<file path="src/rtl/irqc_pkg.sv">
package irqc_pkg;
  typedef enum logic [2:0] {
    WK_NONE,
    WK_RELOAD,
    WK_MODE,
    WK_DISABLE,
    WK_ENABLE
  } wr_kind_e;
endpackage

</file>
<file path="src/rtl/irqc_decode.sv">
module irqc_decode
  import irqc_pkg::*;
#(
  parameter int                ADDR_W   = 16,
  parameter logic [ADDR_W-1:0] DEC_MASK = 16'hE001,
  parameter logic [ADDR_W-1:0] A_RELOAD = 16'hC000,
  parameter logic [ADDR_W-1:0] A_MODE   = 16'hC001,
  parameter logic [ADDR_W-1:0] A_DIS    = 16'hE000,
  parameter logic [ADDR_W-1:0] A_EN     = 16'hE001
) (
  input  logic              wr_en,
  input  logic [ADDR_W-1:0] wr_addr,
  output wr_kind_e          kind
);
  logic [ADDR_W-1:0] masked;

  always_comb begin
    masked = wr_addr & DEC_MASK;
    kind   = WK_NONE;
    if (wr_en) begin
      if      (masked == A_RELOAD) kind = WK_RELOAD;
      else if (masked == A_MODE)   kind = WK_MODE;
      else if (masked == A_DIS)    kind = WK_DISABLE;
      else if (masked == A_EN)     kind = WK_ENABLE;
    end
  end
endmodule

</file>
<file path="src/rtl/irqc_prescale.sv">
module irqc_prescale #(
  parameter int PRE_W = 2
) (
  input  logic clk,
  input  logic rst_n,
  input  logic cpu_ce,
  input  logic wr_mode,
  input  logic wr_bit0,
  output logic mode_q,
  output logic tick
);
  logic [PRE_W-1:0] pre_q, pre_d, pre_inc;
  logic             force_q, force_d, mode_d, run;

  always_comb begin
    run     = cpu_ce & (mode_q | force_q);
    pre_inc = pre_q + PRE_W'(1);
    tick    = run & (pre_inc == '0);
    pre_d   = run ? pre_inc : pre_q;
    force_d = tick ? 1'b0 : force_q;
    mode_d  = mode_q;
    if (wr_mode) begin
      if (mode_q && !wr_bit0) force_d = 1'b1;
      mode_d = wr_bit0;
      if (wr_bit0) pre_d = '0;
    end
  end

  always_ff @(posedge clk or negedge rst_n) begin
    if (!rst_n) begin
      pre_q   <= '0;
      force_q <= 1'b0;
      mode_q  <= 1'b0;
    end else begin
      pre_q   <= pre_d;
      force_q <= force_d;
      mode_q  <= mode_d;
    end
  end
endmodule

</file>
<file path="src/rtl/irqc_counter.sv">
module irqc_counter #(
  parameter int CNT_W = 8
) (
  input  logic             clk,
  input  logic             rst_n,
  input  logic             tick_pre,
  input  logic             tick_edge,
  input  logic             en,
  input  logic             wr_reload,
  input  logic             wr_mode,
  input  logic [CNT_W-1:0] wr_data,
  output logic             fire_pre,
  output logic             fire_edge
);
  logic [CNT_W-1:0] cnt_q, cnt_d, rel_q, rel_d, c1, s1, s2;
  logic             pend_q, pend_d, p1;

  function automatic logic [CNT_W-1:0] step(input logic [CNT_W-1:0] c,
                                            input logic [CNT_W-1:0] r,
                                            input logic             p);
    logic [CNT_W-1:0] n;
    if (p)            n = (r <= CNT_W'(1)) ? r + CNT_W'(1) : r + CNT_W'(2);
    else if (c == '0) n = r + CNT_W'(1);
    else              n = c;
    return n - CNT_W'(1);
  endfunction

  always_comb begin
    s1        = step(cnt_q, rel_q, pend_q);
    c1        = tick_pre ? s1 : cnt_q;
    p1        = tick_pre ? 1'b0 : pend_q;
    s2        = step(c1, rel_q, p1);
    cnt_d     = tick_edge ? s2 : c1;
    pend_d    = (tick_edge ? 1'b0 : p1) | wr_mode;
    rel_d     = wr_reload ? wr_data : rel_q;
    fire_pre  = tick_pre  & en & (s1 == '0);
    fire_edge = tick_edge & en & (s2 == '0);
  end

  always_ff @(posedge clk or negedge rst_n) begin
    if (!rst_n) begin
      cnt_q  <= '0;
      rel_q  <= '0;
      pend_q <= 1'b0;
    end else begin
      cnt_q  <= cnt_d;
      rel_q  <= rel_d;
      pend_q <= pend_d;
    end
  end
endmodule

</file>
<file path="src/rtl/irqc_delay.sv">
module irqc_delay #(
  parameter int DLY_W    = 2,
  parameter int EDGE_DLY = 2,
  parameter int PRE_DLY  = 1
) (
  input  logic clk,
  input  logic rst_n,
  input  logic cpu_ce,
  input  logic fire_pre,
  input  logic fire_edge,
  input  logic wr_dis,
  input  logic wr_ena,
  output logic en_q,
  output logic irq_q
);
  logic [DLY_W-1:0] dly_q, dly_d;
  logic             irq_d, en_d;

  always_comb begin
    dly_d = dly_q;
    irq_d = irq_q;
    en_d  = en_q;
    if (cpu_ce && dly_q != '0) begin
      dly_d = dly_q - DLY_W'(1);
      if (dly_q == DLY_W'(1)) irq_d = 1'b1;
    end
    if (fire_edge)     dly_d = DLY_W'(EDGE_DLY);
    else if (fire_pre) dly_d = DLY_W'(PRE_DLY);
    if (wr_dis) begin
      en_d  = 1'b0;
      irq_d = 1'b0;
    end else if (wr_ena) begin
      en_d  = 1'b1;
    end
  end

  always_ff @(posedge clk or negedge rst_n) begin
    if (!rst_n) begin
      dly_q <= '0;
      irq_q <= 1'b0;
      en_q  <= 1'b0;
    end else begin
      dly_q <= dly_d;
      irq_q <= irq_d;
      en_q  <= en_d;
    end
  end
endmodule

</file>
<file path="src/rtl/dual_src_irq_counter.sv">
module dual_src_irq_counter
  import irqc_pkg::*;
#(
  parameter int                ADDR_W   = 16,
  parameter int                CNT_W    = 8,
  parameter int                PRE_W    = 2,
  parameter int                EDGE_DLY = 2,
  parameter int                PRE_DLY  = 1,
  parameter logic [ADDR_W-1:0] DEC_MASK = 16'hE001,
  parameter logic [ADDR_W-1:0] A_RELOAD = 16'hC000,
  parameter logic [ADDR_W-1:0] A_MODE   = 16'hC001,
  parameter logic [ADDR_W-1:0] A_DIS    = 16'hE000,
  parameter logic [ADDR_W-1:0] A_EN     = 16'hE001
) (
  input  logic              clk,
  input  logic              rst_n,
  input  logic              cpu_ce,
  input  logic              vaddr_rise,
  input  logic              wr_en,
  input  logic [ADDR_W-1:0] wr_addr,
  input  logic [CNT_W-1:0]  wr_data,
  output logic              irq
);
  localparam int DLY_MAX = (EDGE_DLY > PRE_DLY) ? EDGE_DLY : PRE_DLY;
  localparam int DLY_W   = $clog2(DLY_MAX + 1);

  logic [1:0] rsync_q;
  logic       rst_int_n;
  wr_kind_e   kind;
  logic       mode_q, tick_pre, tick_edge, fire_pre, fire_edge, en_q;

  // Reset asserts at once and releases on the second clock edge.
  always_ff @(posedge clk or negedge rst_n) begin
    if (!rst_n) rsync_q <= 2'b00;
    else        rsync_q <= {rsync_q[0], 1'b1};
  end
  assign rst_int_n = rsync_q[1];

  irqc_decode #(
    .ADDR_W(ADDR_W), .DEC_MASK(DEC_MASK), .A_RELOAD(A_RELOAD),
    .A_MODE(A_MODE), .A_DIS(A_DIS), .A_EN(A_EN)
  ) u_dec (
    .wr_en(wr_en), .wr_addr(wr_addr), .kind(kind)
  );

  irqc_prescale #(.PRE_W(PRE_W)) u_pre (
    .clk(clk), .rst_n(rst_int_n), .cpu_ce(cpu_ce),
    .wr_mode(kind == WK_MODE), .wr_bit0(wr_data[0]),
    .mode_q(mode_q), .tick(tick_pre)
  );

  // Edge pulses count only while the prescaler source is not selected.
  assign tick_edge = vaddr_rise & ~mode_q;

  irqc_counter #(.CNT_W(CNT_W)) u_cnt (
    .clk(clk), .rst_n(rst_int_n), .tick_pre(tick_pre), .tick_edge(tick_edge),
    .en(en_q), .wr_reload(kind == WK_RELOAD), .wr_mode(kind == WK_MODE),
    .wr_data(wr_data), .fire_pre(fire_pre), .fire_edge(fire_edge)
  );

  irqc_delay #(.DLY_W(DLY_W), .EDGE_DLY(EDGE_DLY), .PRE_DLY(PRE_DLY)) u_dly (
    .clk(clk), .rst_n(rst_int_n), .cpu_ce(cpu_ce),
    .fire_pre(fire_pre), .fire_edge(fire_edge),
    .wr_dis(kind == WK_DISABLE), .wr_ena(kind == WK_ENABLE),
    .en_q(en_q), .irq_q(irq)
  );
endmodule

</file>
<file path="config.mk">
export PLATFORM = sky130hd
export DESIGN_NAME = dual_src_irq_counter
export DESIGN_NICKNAME = d
export VERILOG_FILES = /design/src/rtl/irqc_pkg.sv /design/src/rtl/irqc_decode.sv /design/src/rtl/irqc_prescale.sv /design/src/rtl/irqc_counter.sv /design/src/rtl/irqc_delay.sv /design/src/rtl/dual_src_irq_counter.sv
export SDC_FILE = /design/constraint.sdc
export NUM_CORES = 1
export LEC_CHECK = 0
export ABC_AREA = 1
export BUFFER_PORTS_ARGS = -buffer_cell sky130_fd_sc_hd__buf_2
export CORE_UTILIZATION = 64
export DETAILED_ROUTE_END_ITERATION = 12
export GPL_TIMING_DRIVEN = 0
export PLACE_DENSITY = 0.86
export SYNTH_ARGS = -nofsm -noshare
export SYNTH_HDL_FRONTEND = slang
export SYNTH_SLANG_ARGS = --single-unit
</file>
<file path="constraint.sdc">
create_clock -name clk -period 2.11 [get_ports clk]
set_input_delay 0.3165 -clock clk [delete_from_list [all_inputs] [get_ports clk]]
set_output_delay 0.3165 -clock clk [all_outputs]
set_load 0.02 [all_outputs]
</file>
* Word level (Yosys, flattened, before mapping) *
Index checks and enable logic that the tools add are counted.

word-level totals
  word-level logic and storage cells = 78
  flip-flop bits (word level) = 27
  output and inout port bits = 1
  bits of input ports = 29

cells by class
  bitwise gates (word level) = 10
  multiplexer cells = 28
  reductions and logical operators = 14
  equal/unequal tests = 9
  $add $sub $neg = 6
  order comparisons = 1

operator list
  operator                                                                          number
  8-bit two-way mux                                                                 7
  8-bit zero test                                                                   4
  4-bit == test, second input constant                                              4
  8-bit by 1-bit subtractor with 8-bit output, second input constant                2
  3-bit two-way mux                                                                 5
  2-bit two-way mux                                                                 6
  1-bit two-way mux                                                                 10
  8-bit by 1-bit adder with 8-bit output, second input constant                     1
  8-bit by 2-bit adder with 8-bit output, second input constant                     1
  8-bit by 1-bit less-or-equal comparator with 1-bit output, second input constant  1
  2-bit nonzero test                                                                4
  1-bit AND                                                                         7
  3-bit by 2-bit == test with 1-bit output, second input constant                   2
  3-bit by 1-bit == test with 1-bit output, second input constant                   1
  3-bit == test, second input constant                                              1
  3-bit nonzero test                                                                1
  2-bit by 1-bit adder with 2-bit output, second input constant                     1
  2-bit by 1-bit == test with 1-bit output, second input constant                   1
  1-bit logical AND                                                                 2
  2-bit zero test                                                                   1
  1-bit bitwise OR                                                                  2
  2-bit AND reduction                                                               1
  2-bit by 1-bit subtractor with 2-bit output, second input constant                1
  1-bit zero test                                                                   1
  1-bit NOT                                                                         1

* Logic depth before layout (Yosys ltp) *
  depth in word-level cells = 12
  gate-level depth with buffers = 29
  mapped depth without buffers = 29

* Cells and area by module *
A second synthesis with hierarchy kept.

second synthesis, totals
  cell total of the unflattened synthesis = 435
  area total of the unflattened synthesis = 2783.9 um2

by module, submodules not included
  module                cells each  area an instance (um2)  times used  seq. area each (um2)
  irqc_counter          358         2232.1                  1           425.4
  irqc_delay            26          212.7                   1           100.1
  irqc_prescale         28          206.4                   1           100.1
  dual_src_irq_counter  14          95.1                    1           50.0
  irqc_decode           9           37.5                    1           0.0

* Worst setup path before layout *
Ideal clock, no wire load.

  path kind = register to register
  start = register u_cnt.rel_q[0]
  end = register u_dly.dly_q[0]
  slack = -1216 ps
  required time = 1989 ps
  clock period less this slack = 3326 ps
  buffers on the path = 0
  setup time = 121 ps
  stages on the path, launching flop included = 29
  arrival = 3205 ps
  path through = dfrtp_1 inv_1 ha_1 nor2_1 nor2_4 nand3_1 nand3_1 nand2_2 ha_1 inv_1 a21oi_1 nand3_1 nand2_1 nand2_1 nand2_1 nand2_1 nor2_4 nand4_1 nand2_1 nand2_2 ha_1 nand2_1 nand2_1 nor2_2 nand3_1 nor2_2 nand3_2 nor2_1 nor2_1

between the ends
  longest elaborated chain between the ends = 12
  elaborated cells on any way between the ends = 19
  those cells by class = add/sub (4); order compare (1); mux (8); bitwise (2); reduce/logical (4)

ends and longest elaborated chain
  what                                                                             line                                    text
  start, declared                                                                  irqc_counter.sv:15                      logic [CNT_W-1:0] cnt_q, cnt_d, rel_q, rel_d, c1, s1, s2;
  start signal, assigned                                                           irqc_counter.sv:47                      rel_q <= rel_d;
  8-bit by 1-bit adder with 8-bit output, or another cell as far along             irqc_counter.sv:22, irqc_counter.sv:23
  8-bit two-way mux (on tied branches)                                             irqc_counter.sv:23, irqc_counter.sv:22
  8-bit two-way mux                                                                irqc_counter.sv:22                      if (p) n = (r <= CNT_W'(1)) ? r + CNT_W'(1) : r + CNT_W'(2);
  8-bit by 1-bit subtractor with 8-bit output                                      irqc_counter.sv:25                      return n - CNT_W'(1);
  8-bit two-way mux                                                                irqc_counter.sv:30                      c1 = tick_pre ? s1 : cnt_q;
  8-bit zero test                                                                  irqc_counter.sv:23                      else if (c == '0) n = r + CNT_W'(1);
  8-bit two-way mux                                                                irqc_counter.sv:23
  8-bit two-way mux                                                                irqc_counter.sv:22
  8-bit by 1-bit subtractor with 8-bit output                                      irqc_counter.sv:25
  8-bit zero test                                                                  irqc_counter.sv:37                      fire_edge = tick_edge & en & (s2 == '0);
  1-bit AND                                                                        irqc_counter.sv:37
  3-bit nonzero test (no source line) / 2-bit two-way mux (equally long branches)  --
  end signal, assigned                                                             irqc_delay.sv:43                        dly_q <= dly_d;
  end, declared                                                                    irqc_delay.sv:16                        logic [DLY_W-1:0] dly_q, dly_d;

Parallel ways exist; a longest one is shown, timed or not.
A chain may end at the register's enable or synchronous reset.

* Worst setup path after layout *
  start = register u_cnt.rel_q[1]
  end = register u_dly.dly_q[0]

Same word-level chain as after synthesis.

==> results.toml <==
[run_status]
status = "finished, violations left"
violations = "setup timing"

[setup_path]
reg2reg_depth = 25
end_kind = "flip-flop"
worst_path_max_delay_cell = "dfrtp_2"
path_max_fanout = 4
worstReg2RegEnd = "u_dly.dly_q[0]"
start_kind = "flip-flop"
worstPathArrival_ps = 4160
crit_top_cell = "nand2_1"
critPathRequiredTime_ps = 2290
slowest_delay_ps = 430
ff2ff_setup_slack_ps = -1870
crit_type = "flip-flop to flip-flop"
reg2reg_from = "u_cnt.rel_q[1]"

[clock_network]
clockBufferDepth = 2
cts-buffers-inserted = 3
clock_latency_ps = 290
root_buffer = "clkbuf_8"
clkSinkCount = 27
htreeDepth = 1
clkTransAtPathRegs_ps = 110
cts_tree = "built"

[yosys]
avgSynthCellArea_um2 = 6.34
async_reset_ff_share_pct = 100
synth_cells = 411
syn_area_um2 = 2610
syn_nets = 451
yosysUniqueCellTypes = 38
ys_seq_area_share_pct = 25.9
synth-edff-count = 0
synth_top_flop_cell = "dfrtp_1"
yosysWarnings = 0
ys_seq_elements = 27

[timing]
finalSetupTns_ps = -14700
rsz0062_at_grt = "true"
finalCritPeriodShare_pct = 189
setup_violations = 10
whs_ps = 251
slew_viol_final = 0
worst_pin_slew_ps = 1100
relSlewSlack_pct = 26.7
period_minus_slack_ps = 3980
fin_skew_ps = 10.6
fin_ws_ps = -1870
fmax_mhz = 251
finalHoldViolations = 0

[final_layout]
fillers = 162
seq_area_um2 = 678
multiInputGateArea_um2 = 1980
antenna_cells = 0
final_nets = 513
finish.utilization_pct = 91.0
area_delta_synth_final_pct = 31.6
mostFrequentLayoutCells = "nand2_1 (107), nor2_1 (45), inv_1 (37), buf_4 (32), nand3_1 (28)"
drive_gt1_share_pct = 33.3
final_common_cell = "nand2_1"

[grt]
grt_max_degree = 26
grt_pass1_wl_um = 12100
antenna_found_initial = 0
grt_pass1_vias = 2735
overflow = 0
grt_use_total_pct = 37.0

[drt]
via_per_inst = 6.70
dr_total_vias = 3486
dr.pass1.iters = 12
final_antenna_net_count = 0
first_iter_violations = 776
wl_um = 10100
avgRoutedWirePerCell_um = 19.4
drc = 0

[min_path]
min_path_cells = 2
hp-class = "primary input to flip-flop"
min-delay-start = "wr_data[0]"
hold_end = "u_pre.force_q"

[pwr]
leakagePower_nw = 1.68
max-vdd-ir-drop_uv = 700
cellPowerDensity_nw_per_um2 = 1310
finalPower_mw = 4.50

[die]
die-height_um = 65.8
die_w_um = 65.8
core_um2 = 3770
initial_core_util_pct = 69.1
die_area_um2 = 4330
io-pin-count = 30
num_rows = 22

[placement]
post-place-ws_ps = -1520
hpwl_um = 5230
gp_congestion = 0.947
io_buffers = 17

[flow_run]
cap_viol_max_count = 0
registers in the layout, indices dropped and copies added (netlist names), 2 cells and up:
name,count
u_dly.dly_q,2
rsync_q,2
u_pre.pre_q,2
u_cnt.rel_q,8
u_cnt.cnt_q,8
repair_timing:
action                                 CTS  global route
buffers inserted                        26            13
endpoints found under the hold margin    2             0
pin swaps                               28            40
hold buffers                             1             0
resized for setup                       20            48
setup endpoints to repair               10            10
critical path, delay by kind of cell, from the launching register on:
family,cells,cell delay [ps]
simple gates,20,2580
flops,1,430
buf+inv,3,410
fa+ha+maj,1,240
compound gates,1,200
synthesized netlist by cell type, types with 3 or more instances:
cell type	n	share of area (%)
nand4_1	18	4.3
nand3_2	7	2.7
dfrtp_1	27	26
nand2_1	126	18
nor2_4	6	2.6
xor2_1	5	1.7
nand3_1	40	7.7
nand2_2	16	3.8
a21oi_1	12	2.3
ha_1	11	5.3
a31oi_1	3	0.72
nor2_2	3	0.72
o21ai_0	14	2.7
inv_1	42	6.0
nor2_1	49	7.1
inv_2	4	0.58
through the flow:
stage | cell area, um2 | cells
global placement | 2820 | 476
detailed placement | 2820 | 476
CTS | 3150 | 507
floorplan | 2680 | 411
global route | 3430 | 520
finish | 3430 | 520
worst max path at each step:
| stage | slack (ps) | cells past startpoint | endpoint | from |
|---|---|---|---|---|
| after floorplan | -950 | 27 | u_dly.dly_q[0] | u_cnt.rel_q[1] |
| after detailed placement | -1520 | 27 | u_dly.dly_q[0] | u_cnt.rel_q[1] |
| after global placement | -1380 | 27 | u_dly.dly_q[0] | u_cnt.rel_q[1] |
| final | -1870 | 25 | u_dly.dly_q[0] | u_cnt.rel_q[1] |
| after CTS | -1260 | 29 | u_dly.dly_q[0] | u_cnt.rel_q[1] |
| after global routing | -2050 | 22 | u_dly.dly_q[0] | u_cnt.rel_q[0] |
report_power, final:
part | total (mW) | switching, mW | internal [mW]
Sequential | 0.853 | 0.162 | 0.691
Combinational | 3.33 | 2.05 | 1.28
Clock | 0.315 | 0.182 | 0.133
area by class of cell:
class                      count  area share [%]
multi-input combinational    329            57.8
buffer                         7            1.39
clock buffer                   3            1.20
tap                           48            1.75
timing repair buffer          57            12.4
clock inverter                 1           0.146
inverter                      48            5.54
sequential                    27            19.8
cell families after synthesis:
family | after synthesis | synth area share, %
simple gates | 272 | 49.0
buf+inv | 55 | 8.93
compound gates | 38 | 8.35
flops | 27 | 25.9
fa+ha+maj | 11 | 5.28
xor+xnor | 6 | 2.02
other cells | 1 | 0.144
mux | 1 | 0.384
metal layers:
layer | part of all wire (%) | global-route usage, % | up-vias
met2 | 43 | 60.6 | 356
li1 | - | - | 1450
met4 | 9.4 | 17.9 | 0
met5 | 0 | 0 | -
met3 | 14 | 5.52 | 157
met1 | 34 | 47.3 | 1523
Power figures use the tool's default switching activity.
